`src/rtl/pic_pp_pkg.sv`:
```
package pic_pp_pkg;
   localparam int unsigned BIT_START   = 4;
   localparam int unsigned BIT_CTRL    = 3;
   localparam int unsigned BIT_POLL    = 2;
   localparam int unsigned BIT_SEL_EN  = 1;
   localparam int unsigned BIT_SEL_VAL = 0;
   localparam int unsigned BIT_SMM_EN  = 6;
   localparam int unsigned BIT_SMM_VAL = 5;
   localparam int unsigned BIT_NEED4   = 0;
   localparam int unsigned BIT_NESTED  = 4;
   localparam int unsigned BIT_AEOI    = 1;

   typedef enum logic [1:0] {
      SEQ_IDLE = 2'd0,
      SEQ_BASE = 2'd1,
      SEQ_CASC = 2'd2,
      SEQ_MODE = 2'd3
   } seq_state_e;

   typedef enum logic [2:0] {
      CMD_ROT_CLR  = 3'd0,
      CMD_EOI_NS   = 3'd1,
      CMD_NOP      = 3'd2,
      CMD_EOI_SP   = 3'd3,
      CMD_ROT_SET  = 3'd4,
      CMD_EOI_NSR  = 3'd5,
      CMD_SET_PRIO = 3'd6,
      CMD_EOI_SPR  = 3'd7
   } cmd_code_e;
endpackage

```
`src/rtl/pic_pp_init_seq.sv`:
```
module pic_pp_init_seq
   import pic_pp_pkg::*;
#(
   parameter int unsigned DATA_W = 8,
   parameter int unsigned LINE_W = 3
) (
   input  logic              clk,
   input  logic              rst_n,
   input  logic              wr_en,
   input  logic              addr,
   input  logic [DATA_W-1:0] wdata,
   output logic              core_init,
   output logic [DATA_W-1:0] mask_q,
   output logic [DATA_W-1:0] vec_q,
   output logic              nested_q,
   output logic              aeoi_q
);
   seq_state_e state_q;
   logic       need4_q;
   logic       start_wr;
   logic       data_wr;

   assign start_wr = wr_en && !addr && wdata[BIT_START];
   assign data_wr  = wr_en && addr;

   always_ff @(posedge clk or negedge rst_n) begin
      if (!rst_n) begin
         state_q   <= SEQ_IDLE;
         need4_q   <= 1'b0;
         mask_q    <= '0;
         vec_q     <= '0;
         nested_q  <= 1'b0;
         aeoi_q    <= 1'b0;
         core_init <= 1'b0;
      end else begin
         core_init <= 1'b0;
         if (start_wr) begin
            core_init <= 1'b1;
            state_q   <= SEQ_BASE;
            need4_q   <= wdata[BIT_NEED4];
            mask_q    <= '0;
            vec_q     <= '0;
            nested_q  <= 1'b0;
            aeoi_q    <= 1'b0;
         end else if (data_wr) begin
            unique case (state_q)
               SEQ_IDLE: mask_q <= wdata;
               SEQ_BASE: begin
                  vec_q   <= {wdata[DATA_W-1:LINE_W], {LINE_W{1'b0}}};
                  state_q <= SEQ_CASC;
               end
               SEQ_CASC: state_q <= need4_q ? SEQ_MODE : SEQ_IDLE;
               SEQ_MODE: begin
                  nested_q <= wdata[BIT_NESTED];
                  aeoi_q   <= wdata[BIT_AEOI];
                  state_q  <= SEQ_IDLE;
               end
               default: state_q <= SEQ_IDLE;
            endcase
         end
      end
   end

   p_mode_needs_flag_r4: assert property (@(posedge clk) disable iff (!rst_n)
      (state_q == SEQ_MODE) |-> need4_q);
   p_mask_hold_r5: assert property (@(posedge clk) disable iff (!rst_n)
      !wr_en |=> $stable(mask_q));
   p_init_clears_r2: assert property (@(posedge clk) disable iff (!rst_n)
      core_init |-> (mask_q == '0 && vec_q == '0 && !nested_q && !aeoi_q));
   p_start_enters_base_r2: assert property (@(posedge clk) disable iff (!rst_n)
      start_wr |=> (state_q == SEQ_BASE));
endmodule

```
`src/rtl/pic_pp_cmd_decode.sv`:
```
module pic_pp_cmd_decode
   import pic_pp_pkg::*;
#(
   parameter int unsigned DATA_W = 8,
   parameter int unsigned LINE_W = 3
) (
   input  logic              clk,
   input  logic              rst_n,
   input  logic              wr_en,
   input  logic              addr,
   input  logic [DATA_W-1:0] wdata,
   input  logic              poll_take,
   output logic              rot_q,
   output logic              sel_q,
   output logic              poll_q,
   output logic              smm_q,
   output logic              op_valid,
   output logic [2:0]        op_code,
   output logic [LINE_W-1:0] op_line
);
   logic      start_wr, ctrl_wr, cmd_wr;
   cmd_code_e code;

   assign start_wr = wr_en && !addr && wdata[BIT_START];
   assign ctrl_wr  = wr_en && !addr && !wdata[BIT_START] && wdata[BIT_CTRL];
   assign cmd_wr   = wr_en && !addr && !wdata[BIT_START] && !wdata[BIT_CTRL];
   assign code     = cmd_code_e'(wdata[DATA_W-1 -: 3]);

   always_ff @(posedge clk or negedge rst_n) begin
      if (!rst_n) begin
         rot_q    <= 1'b0;
         sel_q    <= 1'b0;
         poll_q   <= 1'b0;
         smm_q    <= 1'b0;
         op_valid <= 1'b0;
         op_code  <= '0;
         op_line  <= '0;
      end else begin
         op_valid <= 1'b0;
         if (start_wr) begin
            rot_q  <= 1'b0;
            sel_q  <= 1'b0;
            poll_q <= 1'b0;
            smm_q  <= 1'b0;
         end else begin
            if (poll_take) poll_q <= 1'b0;
            if (ctrl_wr) begin
               if (wdata[BIT_POLL])   poll_q <= 1'b1;
               if (wdata[BIT_SEL_EN]) sel_q  <= wdata[BIT_SEL_VAL];
               if (wdata[BIT_SMM_EN]) smm_q  <= wdata[BIT_SMM_VAL];
            end
            if (cmd_wr) begin
               unique case (code)
                  CMD_ROT_CLR, CMD_ROT_SET: rot_q <= wdata[DATA_W-1];
                  CMD_EOI_NS, CMD_EOI_SP, CMD_EOI_NSR,
                  CMD_SET_PRIO, CMD_EOI_SPR: begin
                     op_valid <= 1'b1;
                     op_code  <= code;
                     op_line  <= wdata[LINE_W-1:0];
                  end
                  default: ;
               endcase
            end
         end
      end
   end

   p_op_code_legal_r7: assert property (@(posedge clk) disable iff (!rst_n)
      op_valid |-> (op_code != 3'd0 && op_code != 3'd2 && op_code != 3'd4));
   p_poll_drop_r10: assert property (@(posedge clk) disable iff (!rst_n)
      (poll_take && !wr_en) |=> !poll_q);
   p_ctrl_no_strobe_r6: assert property (@(posedge clk) disable iff (!rst_n)
      ctrl_wr |=> !op_valid);
endmodule

```
`src/rtl/pic_pp_read_port.sv`:
```
module pic_pp_read_port #(
   parameter int unsigned DATA_W          = 8,
   parameter int unsigned LINE_W          = 3,
   parameter bit          READ_REGISTERED = 1'b1
) (
   input  logic              clk,
   input  logic              rst_n,
   input  logic              rd_en,
   input  logic              addr,
   input  logic [DATA_W-1:0] irr_in,
   input  logic [DATA_W-1:0] isr_in,
   input  logic [DATA_W-1:0] mask_q,
   input  logic              sel_q,
   input  logic              poll_q,
   input  logic              winner_valid,
   input  logic [LINE_W-1:0] winner_id,
   output logic              poll_take,
   output logic [DATA_W-1:0] rdata,
   output logic              rd_valid,
   output logic              poll_clr,
   output logic [LINE_W-1:0] poll_line
);
   localparam logic [DATA_W-1:0] NO_WINNER = DATA_W'((1 << LINE_W) - 1);

   logic [DATA_W-1:0] rd_mux;
   logic              clr_now;

   assign poll_take = rd_en && poll_q;
   assign clr_now   = poll_take && winner_valid;

   always_comb begin
      if (poll_q)
         rd_mux = winner_valid ? DATA_W'(winner_id) : NO_WINNER;
      else if (addr)
         rd_mux = mask_q;
      else
         rd_mux = sel_q ? isr_in : irr_in;
   end

   generate
      if (READ_REGISTERED) begin : g_reg
         always_ff @(posedge clk or negedge rst_n) begin
            if (!rst_n) begin
               rdata     <= '0;
               rd_valid  <= 1'b0;
               poll_clr  <= 1'b0;
               poll_line <= '0;
            end else begin
               rd_valid <= rd_en;
               poll_clr <= clr_now;
               if (rd_en) rdata <= rd_mux;
               if (clr_now) poll_line <= winner_id;
            end
         end
         p_rdval_r9: assert property (@(posedge clk) disable iff (!rst_n)
            rd_en |=> rd_valid);
         p_poll_clr_r10: assert property (@(posedge clk) disable iff (!rst_n)
            poll_clr |-> rd_valid);
      end else begin : g_comb
         assign rdata     = rd_en ? rd_mux : '0;
         assign rd_valid  = rd_en;
         assign poll_clr  = clr_now;
         assign poll_line = winner_id;
      end
   endgenerate
endmodule

```
`src/rtl/pic_prog_port.sv`:
```
module pic_prog_port #(
   parameter int unsigned DATA_W          = 8,
   parameter int unsigned NUM_LINES       = 8,
   parameter bit          READ_REGISTERED = 1'b1
) (
   input  logic                          clk,
   input  logic                          rst_n,
   input  logic                          wr_en,
   input  logic                          rd_en,
   input  logic                          addr,
   input  logic [DATA_W-1:0]             wdata,
   output logic [DATA_W-1:0]             rdata,
   output logic                          rd_valid,
   input  logic [DATA_W-1:0]             irr_in,
   input  logic [DATA_W-1:0]             isr_in,
   input  logic                          winner_valid,
   input  logic [$clog2(NUM_LINES)-1:0]  winner_id,
   output logic                          core_init,
   output logic [DATA_W-1:0]             mask_o,
   output logic [DATA_W-1:0]             vec_base,
   output logic                          nested_mode,
   output logic                          auto_eoi,
   output logic                          rot_aeoi,
   output logic                          sel_isr,
   output logic                          poll_pending,
   output logic                          spec_mask,
   output logic                          op_valid,
   output logic [2:0]                    op_code,
   output logic [$clog2(NUM_LINES)-1:0]  op_line,
   output logic                          poll_clr,
   output logic [$clog2(NUM_LINES)-1:0]  poll_line
);
   localparam int unsigned LINE_W = $clog2(NUM_LINES);

   generate
      if (DATA_W != 8) begin : g_bad_width
         $error("pic_prog_port: command bit positions need DATA_W == 8");
      end
      if (NUM_LINES != 8) begin : g_bad_lines
         $error("pic_prog_port: line fields are three bits, NUM_LINES must be 8");
      end
   endgenerate

   logic poll_take;

   pic_pp_init_seq #(.DATA_W(DATA_W), .LINE_W(LINE_W)) u_init (
      .clk       (clk),
      .rst_n     (rst_n),
      .wr_en     (wr_en),
      .addr      (addr),
      .wdata     (wdata),
      .core_init (core_init),
      .mask_q    (mask_o),
      .vec_q     (vec_base),
      .nested_q  (nested_mode),
      .aeoi_q    (auto_eoi)
   );

   pic_pp_cmd_decode #(.DATA_W(DATA_W), .LINE_W(LINE_W)) u_cmd (
      .clk       (clk),
      .rst_n     (rst_n),
      .wr_en     (wr_en),
      .addr      (addr),
      .wdata     (wdata),
      .poll_take (poll_take),
      .rot_q     (rot_aeoi),
      .sel_q     (sel_isr),
      .poll_q    (poll_pending),
      .smm_q     (spec_mask),
      .op_valid  (op_valid),
      .op_code   (op_code),
      .op_line   (op_line)
   );

   pic_pp_read_port #(
      .DATA_W          (DATA_W),
      .LINE_W          (LINE_W),
      .READ_REGISTERED (READ_REGISTERED)
   ) u_rd (
      .clk          (clk),
      .rst_n        (rst_n),
      .rd_en        (rd_en),
      .addr         (addr),
      .irr_in       (irr_in),
      .isr_in       (isr_in),
      .mask_q       (mask_o),
      .sel_q        (sel_isr),
      .poll_q       (poll_pending),
      .winner_valid (winner_valid),
      .winner_id    (winner_id),
      .poll_take    (poll_take),
      .rdata        (rdata),
      .rd_valid     (rd_valid),
      .poll_clr     (poll_clr),
      .poll_line    (poll_line)
   );

   p_init_drops_poll_r2: assert property (@(posedge clk) disable iff (!rst_n)
      core_init |-> (!poll_pending && !sel_isr && !spec_mask && !rot_aeoi));
   p_strobes_exclusive_r7: assert property (@(posedge clk) disable iff (!rst_n)
      core_init |-> !op_valid);
endmodule

```
`config.mk`:
```
export PLATFORM = sky130hd
export DESIGN_NAME = pic_prog_port
export DESIGN_NICKNAME = d
export VERILOG_FILES = /design/src/rtl/pic_pp_pkg.sv /design/src/rtl/pic_pp_init_seq.sv /design/src/rtl/pic_pp_cmd_decode.sv /design/src/rtl/pic_pp_read_port.sv /design/src/rtl/pic_prog_port.sv
export SDC_FILE = /design/constraint.sdc
export NUM_CORES = 1
export LEC_CHECK = 0
export BUFFER_PORTS_ARGS = -buffer_cell sky130_fd_sc_hd__buf_2
export CORE_ASPECT_RATIO = 0.6
export CORE_UTILIZATION = 25
export DETAILED_ROUTE_END_ITERATION = 7
export PLACE_DENSITY_LB_ADDON = 0.3
export RECOVER_POWER = 100
export SETUP_SLACK_MARGIN = 0.4
export SLEW_MARGIN = 20
export SYNTH_ARGS = -nofsm -noshare
export SYNTH_HDL_FRONTEND = slang
export SYNTH_SLANG_ARGS = --single-unit
```
`constraint.sdc`:
```
create_clock -name clk -period 2.28 [get_ports clk]
set_clock_uncertainty 0.05 [all_clocks]
set_input_delay 0.228 -clock clk [delete_from_list [all_inputs] [get_ports clk]]
set_output_delay 0.228 -clock clk [all_outputs]
set_load 0.01 [all_outputs]
```
==> reports/metrics.csv, run 1 <==
metric;value;unit
status;finished, final reports clean;
p_int;1957;uW
io_buffers;72;
period_minus_slack;1834;ps
grt_pass1_vias;1748;
fillers;845;
ys_async_sr_fraction;100.0;%
powerDensity;1073;mW/mm^2
cp-end-kind;flip-flop;
setup_tns;0;ps
core_area;0.008039;sq mm
cts_tree;yes;
yosysTopAreaCell;dfrtp_1;
rows;25;
vdd_drop_max;0.3381;mV
switchingPower;932.6;uW
io_pins;76;
insertion_delay;280;ps
seqCellArea;0.001076;sq mm
power.share.switching;32.28;%
numClockSinks;43;
die_h;73.30;microns
syn_avg_cell_area;10.04;sq um
yosysSeqAreaShare;50.80;%
max_stage_delay;600;ps
postRouteWirelength;5.646;mm
htreeDepth;2;
die_area;0.008857;sq mm
drc;0;
viasPerCell;4.541;
tightest_slew;892.1;ps
cp-start-kind;input pin;
syn_inst;211;
use_met3;4.814;%
slew_viol_final;0;
met2_usage;18.73;%
vias;1771;
yosysTopAreaCellShare;50.80;%
fmax;545.3;MHz
relSlewSlack;40.53;%
syn_area;0.002118;sq mm
dp_hpwl;4.125;mm
crit_chain;clkbuf_1, or4b_4, nor2_4, mux2_2;
maxCapViolCount;0;
power_frac_seq;39.5;%
drt_first_pass_iters;4;
post-cts-setup-buffers;0;
drive_above_1_share;17.38;%
top_usage_layer;met1;
critical_path_class;input pin to flip-flop;
cts_buffer_depth;2;
post-place-ws;495.9;ps
worstPathMaxFanout;21;
synth_edf_count;0;
grt_max_degree;35;
p_comb_share;28.7;%
ant_nets;0;
cp.required;2400;ps
synth_cell_types;35;
finalSetupViolCount;0;
cts-buffers-inserted;5;
clk_pin_slew;60;ps
netlist_top_cells_count;43 x dfrtp_1, 24 x o21ai_0, 22 x inv_1, 17 x nand2_1, 13 x a22o_1;
synth.area.top_cells;dfrtp_1 51%, o21ai_0 5.7%, a22o_1 5.4%;
hold_viol_final;0;
p_clk_share;31.7;%
gr-total-overflow;0;
use_met1;19.81;%
multi_input_area;872.1;sq um
period_share;80.43;%
total_power;2889;uW
diodes;0;
rsz0062_at_grt;false;
ys_warn_count;0;
ys_ff_latch;43;
drt_iter0_markers;116;
worst_hold_path_type;input pin to flip-flop;
arrival;1950;ps
grt_first_pass_wirelength;9.052;mm
antenna_found_initial;0;
synth.most_common_cell;dfrtp_1;
start_util;26.35;%
clockRootBuffer;clkbuf_16;
timing.final.ws_setup;446.2;ps
grtUsageTotal;13.58;%
area_growth;27.17;%
ys_dominant_reg_cell;dfrtp_1;
wl_per_cell;14.48;microns
nNetsFinal;318;
slowest_stage;clkbuf_1;
leakage;0.001233;uW
gp_congestion;0.7676;
fp.dieW;120.8;microns
cell usage in the layout (no fill, tap or decap), types with 2 or more instances in the layout:
cell type  netlist  routed
ha_1             4       4
nor2b_1          6       6
inv_1           22      22
nand2_1         17      17
o21ai_0         24      24
clkbuf_16        0       5
o2bb2ai_1        2       2
a211o_1          5       5
mux2i_1          5       5
mux2_2           4       4
clkbuf_1         4      45
a22o_1          13      13
nor2_1           3       3
buf_2            4      28
conb_1           1       3
a21oi_1         12      12
buf_4            4       2
nand4_1          7       7
bufinv_16        0       2
dfrtp_1         43      43
nand3_1         10      10
a221o_1          3       3
and3_1           2       2
a31o_2           2       2
registers in the layout, summed over array words and instances (netlist names):
signal	cells
u_rd.poll_clr	1
u_cmd.op_code	3
u_rd.poll_line	3
u_cmd.smm_q	1
u_cmd.sel_q	1
u_rd.rdata	8
u_cmd.op_line	3
u_init.vec_q	5
u_init.aeoi_q	1
u_init.state_q	2
u_cmd.rot_q	1
u_init.core_init	1
u_init.need4_q	1
u_init.mask_q	8
u_cmd.poll_q	1
u_init.nested_q	1
u_rd.rd_valid	1
u_cmd.op_valid	1
final cells by class:
cell class	instances	share of cell area, %
Sequential cell	43	39.94
Multi-Input combinational cell	132	32.37
Timing Repair Buffer	76	12.45
Tap cell	108	5.016
Clock buffer	6	4.784
Inverter	23	3.205
Clock inverter	2	2.229
worst paths after layout:
path / startpoint / end / slack [ps] / cells past startpoint
max in group asynchronous: rst_n / u_init.aeoi_q$_DFFE_PN0P_ / 570 / 3
max reg2reg: u_init.state_q[0]$_DFFE_PN0P_ / u_init.mask_q[5]$_DFFE_PN0P_ / 630 / 5
min: rd_en / u_rd.rd_valid$_DFF_PN0_ / 100 / 1
min in group asynchronous: rst_n / u_cmd.op_line[2]$_DFFE_PN0P_ / 370 / 2
max: wr_en / u_cmd.op_line[0]$_DFFE_PN0P_ / 450 / 4
min reg2reg: u_rd.poll_line[0]$_DFFE_PN0P_ / u_rd.poll_line[0]$_DFFE_PN0P_ / 440 / 2
critical path: cells and delay by family:
kind	cells	cell delay, ps
and+or+nand+nor	2	770
buffers and inverters	1	600
muxes	1	340
timing repair:
item	in CTS	in global routing
hold buffers	1	0
hold endpoints to repair	9	0
resized for setup	0	0
layer usage:
layer  routed length (microns)  vias to the layer above
met5                         0                        -
met3                       433                        8
met1                      2941                      827
met2                      2218                       58
met4                        53                        0
li1                          -                      878
logic make-up after synthesis:
| family | after synthesis | share of synthesized area [%] |
|---|---|---|
| fa+ha+maj | 4 | 2.363 |
| buf+inv | 38 | 8.387 |
| compound gates | 64 | 20.32 |
| other cells | 1 | 0.1770 |
| mux | 9 | 4.489 |
| flops | 43 | 50.80 |
| simple gates | 52 | 13.47 |
metrics by stage:
step	cells	utilization [%]	instance area [sq um]	hold WS (ps)
global route	390	33.51	2694	102.9
floorplan	213	-	2126	-117.6
CTS	390	34.23	2751	61.98
global placement	381	31.75	2552	40.51
finish	390	33.51	2694	95.86
detailed placement	381	31.75	2552	43.92
power by group through the flow:
stage / clock (uW) / combinational [uW] / sequential [uW]
detailed placement: 0 / 896 / 1150
floorplan: 0 / 451 / 1220
CTS: 940 / 902 / 1140
global route: 963 / 941 / 1180
global placement: 0 / 887 / 1150
finish: 917 / 830 / 1140
(Power assumes the default switching activity.)
==> run 2: changes to the inputs <==
clock period = 1.5 ns   (was 2.28 ns; I/O delays follow)
==> run 2 against run 1 <==
  * Cell count is 6.7% higher
  * Sequential share of layout area is 4.4 points lower
  * Critical path depth is 3 higher
  * First-iteration DRC count is 19% higher
  * Combinational power is 130% higher
  * Critical endpoint is now u_init.mask_q[3]$_DFFE_PN0P_
  * Largest cell class unchanged
  * Largest power group is now combinational cells
  * Highest routed layer unchanged
==> reports/metrics.csv, run 2 (synthesized netlist as in run 1, its figures left out) <==
metric;value;unit
max_stage_delay;500;ps
status;finished, final reports clean;
area_growth;43.24;%
power.share.switching;34.67;%
p_int;3150;uW
htreeDepth;2;
io_pins;76;
gr-total-overflow;0;
final_cell_mix;46 x clkbuf_1, 42 x dfrtp_1, 28 x buf_2, 20 x inv_1, 17 x nand2_1;
worstPathMaxFanout;12;
rsz0062_at_grt;true;
fp.dieW;120.8;microns
reg.largest.list;u_init.mask_q: 8 flops, u_rd.rdata: 8 flops, u_init.vec_q: 5 flops;
vias;1903;
min_from;wdata[0];
placed_cell_area;0.002680;sq mm
period_share;92.63;%
final_common_cell;clkbuf_1;
cp-end-kind;flip-flop;
nNetsFinal;344;
cts-buffers-inserted;5;
rows;25;
cp.required;1620;ps
ant_nets;0;
insertion_delay;290;ps
gp_congestion;0.7770;
holdWs;64.40;ps
r2r-end;u_init.state_q[1]$_DFFE_PN0P_;
drt_first_pass_iters;6;
dp_hpwl;4.525;mm
crit_chain;buf_6, clkbuf_1, buf_4, mux2i_1, nor2b_1, buf_6, o21ai_1;
tightest_slew;654.5;ps
vdd_drop_max;0.5435;mV
clockRootBuffer;clkbuf_16;
total_power;4821;uW
min_to;u_init.need4_q$_DFFE_PN0P_;
powerDensity;1589;mW/mm^2
numClockSinks;43;
antenna_found_initial;0;
cp-start-kind;input pin;
viasPerCell;4.575;
drt_iter0_markers;138;
grtUsageTotal;14.89;%
die_h;73.30;microns
p_clk_share;24.2;%
start_util;26.35;%
leakage;0.001384;uW
switchingPower;1672;uW
grt_pass1_vias;1817;
grt_max_degree;21;
io_buffers;72;
post-route-util;37.74;%
p_comb_share;39.7;%
clk_pin_slew;60;ps
r2r_start;u_init.state_q[1]$_DFFE_PN0P_;
core_area;0.008039;sq mm
hold_depth;3;
grt_first_pass_wirelength;9.770;mm
die_area;0.008857;sq mm
fillers;839;
r2r_cells;5;
power_frac_seq;36.2;%
slew_viol_final;0;
worst_hold_path_type;input pin to flip-flop;
slowest_stage;clkbuf_1;
rrSetupSlack;110;ps
finalSetupViolCount;0;
drive_above_1_share;30.19;%
path_buf_inv;4;
maxCapViolCount;0;
hold_viol_final;0;
arrival;1510;ps
fmax;719.7;MHz
relSlewSlack;56.37;%
period_minus_slack;1389;ps
design_area;0.003034;sq mm
postRouteWirelength;6.260;mm
path_common_cell;buf_6;
cts_buffer_depth;2;
critical_path_class;input pin to flip-flop;
diodes;0;
drc;0;
wl_per_cell;15.05;microns
cp_top_family;buffers and inverters;
cts_tree;yes;
-- run 2: worst max-delay path by stage --
stage | start | to | depth (start not counted)
CTS | u_init.state_q[0]$_DFFE_PN0P_ | u_init.state_q[1]$_DFFE_PN0P_ | 5
floorplan | wdata[4] | u_cmd.op_line[0]$_DFFE_PN0P_ | 4
global placement | addr | u_cmd.op_line[0]$_DFFE_PN0P_ | 4
global route | addr | u_init.mask_q[6]$_DFFE_PN0P_ | 7
detailed placement | addr | u_cmd.op_line[1]$_DFFE_PN0P_ | 4
finish | addr | u_init.mask_q[3]$_DFFE_PN0P_ | 7
-- run 2: routing by layer --
metal,vias to the layer above,global-route usage [%],wire length [microns]
met1,907,22.91,3391
met2,54,19.17,2348
met5,-,0,0
met4,0,3.704,54
met3,5,5.202,466
li1,937,-,-
-- run 2: layout make-up --
| type | instances | area, sq um | share of cell area [%] |
|---|---|---|---|
| timing repair buffer | 102 | 591.8 | 19.51 |
| clock buffer | 7 | 152.6 | 5.031 |
| inverter | 23 | 86.33 | 2.845 |
| clock inverter | 1 | 7.507 | 0.2474 |
| sequential | 43 | 1077 | 35.51 |
| multi-input combinational | 132 | 983.4 | 32.41 |
| tap | 108 | 135.1 | 4.454 |
-- run 2: through the flow --
stage / setup TNS [ps] / std cells / worst slack [ps]
2_1_floorplan: 0 / 213 / 96.10
3_3_place_gp: 0 / 390 / 2.881
3_5_place_dp: -40.02 / 390 / -13.70
4_1_cts: 0 / 415 / 89.28
5_1_grt: 0 / 416 / 35.93
6_report: 0 / 416 / 110.6
-- run 2: timing repair --
item | 4_1_cts | 5_1_grt
hold endpoints to repair | 18 | 0
hold buffers | 2 | 0
setup buffers | 15 | 1
pin swaps | 7 | 8
setup endpoints to repair | 30 | 49
gates resized for setup | 30 | 11
-- run 2: power groups by stage --
stage,sequential (uW),clock (uW),combinational (uW)
5_1_grt,1790,1220,2110
2_1_floorplan,1860,0,818
4_1_cts,1730,1200,1950
3_3_place_gp,1770,0,1460
6_report,1740,1170,1910
3_5_place_dp,1760,0,1480
-- run 2: worst min-delay path, cell delays in order --
cell and delay [ps]:
buf_2 120, nand2_1 50, nand2_1 50
==> run 3: changes to the inputs <==
clock period = 1.2 ns   (was 1.5 ns; I/O delays follow)
==> run 3 against run 2 <==
  * The flow now finishes with violations (hold timing, setup timing)
  * Via count up 9.8%
  * Sequential share of layout area down 3.9 points
  * Flip-flop and latch count unchanged
  * Worst setup slack worse by 330 ps
  * Total power up 31%
  * Global-route usage up 0.93 points
  * Non-clock buffer count up 40
  * Combinational power up 49%
  * Clock-buffer cell count unchanged
  * Clock power up 13%
  * Register-to-register slack worse by 330 ps
  * Critical endpoint is now u_init.vec_q[4]$_DFFE_PN0P_
  * Cell area up 12%
==> reports/metrics.csv, run 3 (synthesized netlist as in run 1, its figures left out) <==
metric;value;unit
status;finished with violations;
violations;hold timing, setup timing;
dp_hpwl;4.601;mm
cp-end-kind;flip-flop;
grt_first_pass_wirelength;10.47;mm
htreeDepth;2;
reg.largest.list;u_init.mask_q: 8 flops, u_rd.rdata: 8 flops, u_init.vec_q: 5 flops;
fin_cells;456;
core_area;0.008039;sq mm
die_h;73.30;microns
numClockSinks;43;
cp-start-kind;flip-flop;
clk_pin_slew;60;ps
nNetsFinal;384;
worst_hold_path_type;input pin to asynchronous set/reset pin;
start_util;26.35;%
vias;2090;
holdWs;-162.6;ps
fillers;814;
setup_tns;-2646;ps
critical_path_class;flip-flop to flip-flop;
ant_nets;0;
slew_viol_final;0;
rows;25;
hold_viol_final;13;
cp.required;1330;ps
io_buffers;72;
r2r_start;u_init.state_q[1]$_DFFE_PN0P_;
die_area;0.008857;sq mm
placedCellCount;408;
leakage;0.001599;uW
drc;0;
period_minus_slack;1418;ps
period_share;118.2;%
cts_buffer_depth;2;
diodes;0;
fp.dieW;120.8;microns
fmax;705.2;MHz
viasPerCell;4.583;
final_common_cell;clkbuf_1;
gr-total-overflow;0;
insertion_delay;290;ps
postRouteWirelength;6.681;mm
cts-buffers-inserted;5;
grtUsageTotal;15.82;%
drive_above_1_share;41.09;%
drt_iter0_markers;108;
vdd_drop_max;0.6582;mV
rsz0062_at_grt;true;
area_growth;60.66;%
arrival;1550;ps
r2r_cells;7;
rrSetupSlack;-220;ps
io_pins;76;
grt_max_degree;31;
hold_buffers;1;
powerDensity;1849;mW/mm^2
cts_tree;yes;
worstPathMaxFanout;6;
grt_pass1_vias;2005;
tightest_slew;796.6;ps
clockRootBuffer;clkbuf_16;
timing.final.ws_setup;-218.0;ps
gp_congestion;0.7600;
maxCapViolCount;0;
r2r-end;u_init.vec_q[4]$_DFFE_PN0P_;
relSlewSlack;46.89;%
final_cell_mix;49 x clkbuf_1, 42 x buf_4, 42 x dfrtp_1, 26 x buf_2, 21 x buf_6;
finalSetupViolCount;28;
wl_per_cell;14.65;microns
drt_first_pass_iters;4;
antenna_found_initial;0;
-- run 3: layout make-up --
type | count | area, sq um | area share, %
Tap cell | 108 | 135.1 | 3.971
Sequential cell | 43 | 1077 | 31.65
Multi-Input combinational cell | 132 | 1036 | 30.44
Timing Repair Buffer | 142 | 930.9 | 27.35
Clock inverter | 1 | 5.005 | 0.1471
Clock buffer | 7 | 132.6 | 3.897
Inverter | 23 | 86.33 | 2.537
-- run 3: power breakdown --
group	internal (uW)	leakage, uW	switching (uW)
combinational	1520	0.000985	1320
sequential	1860	0.000547	269
clock	770	0.0000679	551
total	4150	0.00160	2140
-- run 3: how the worst max path moves through the flow --
| stage | from | slack (ps) | cells past startpoint | to |
|---|---|---|---|---|
| floorplan | u_init.state_q[1]$_DFFE_PN0P_ | -170 | 5 | u_init.state_q[1]$_DFFE_PN0P_ |
| global placement | wdata[3] | -260 | 4 | u_cmd.op_line[2]$_DFFE_PN0P_ |
| detailed placement | wdata[3] | -280 | 4 | u_cmd.op_line[0]$_DFFE_PN0P_ |
| CTS | u_init.state_q[1]$_DFFE_PN0P_ | -210 | 5 | u_init.state_q[1]$_DFFE_PN0P_ |
| global route | u_init.state_q[1]$_DFFE_PN0P_ | -270 | 7 | u_init.vec_q[3]$_DFFE_PN0P_ |
| finish | u_init.state_q[1]$_DFFE_PN0P_ | -220 | 7 | u_init.vec_q[4]$_DFFE_PN0P_ |
-- run 3: routing by layer --
metal	part of all wire, %	vias up	GRT usage (%)
met4	0.67	0	3.292
li1	-	1012	-
met1	52	1010	23.83
met5	0	-	0
met3	6.3	4	4.736
met2	41	64	21.97
-- run 3: timing repair --
| action | CTS | global route |
|---|---|---|
| endpoints found under the setup margin | 80 | 80 |
| gates resized for setup | 47 | 32 |
| endpoints found under the hold margin | 14 | 13 |
| pin swaps | 10 | 14 |
| buffers inserted | 28 | 11 |
-- run 3: through the flow --
| step | power, uW | cell area [sq um] | util [%] | setup slack [ps] |
|---|---|---|---|---|
| global route | 6731 | 3403 | 42.33 | -274.2 |
| detailed placement | 4283 | 2841 | 35.35 | -281.8 |
| global placement | 4262 | 2841 | 35.35 | -257.8 |
| finish | 6294 | 3403 | 42.33 | -218.0 |
| CTS | 6290 | 3395 | 42.23 | -213.8 |
| floorplan | 3360 | 2230 | - | -173.9 |
-- run 3: worst max-delay path: stages (launching register included) --
cell and delay, ps:
dfrtp_1 420, inv_2 100, buf_6 90, buf_6 80, ha_4 170, buf_6 140
o21ai_1 70, a22o_1 180
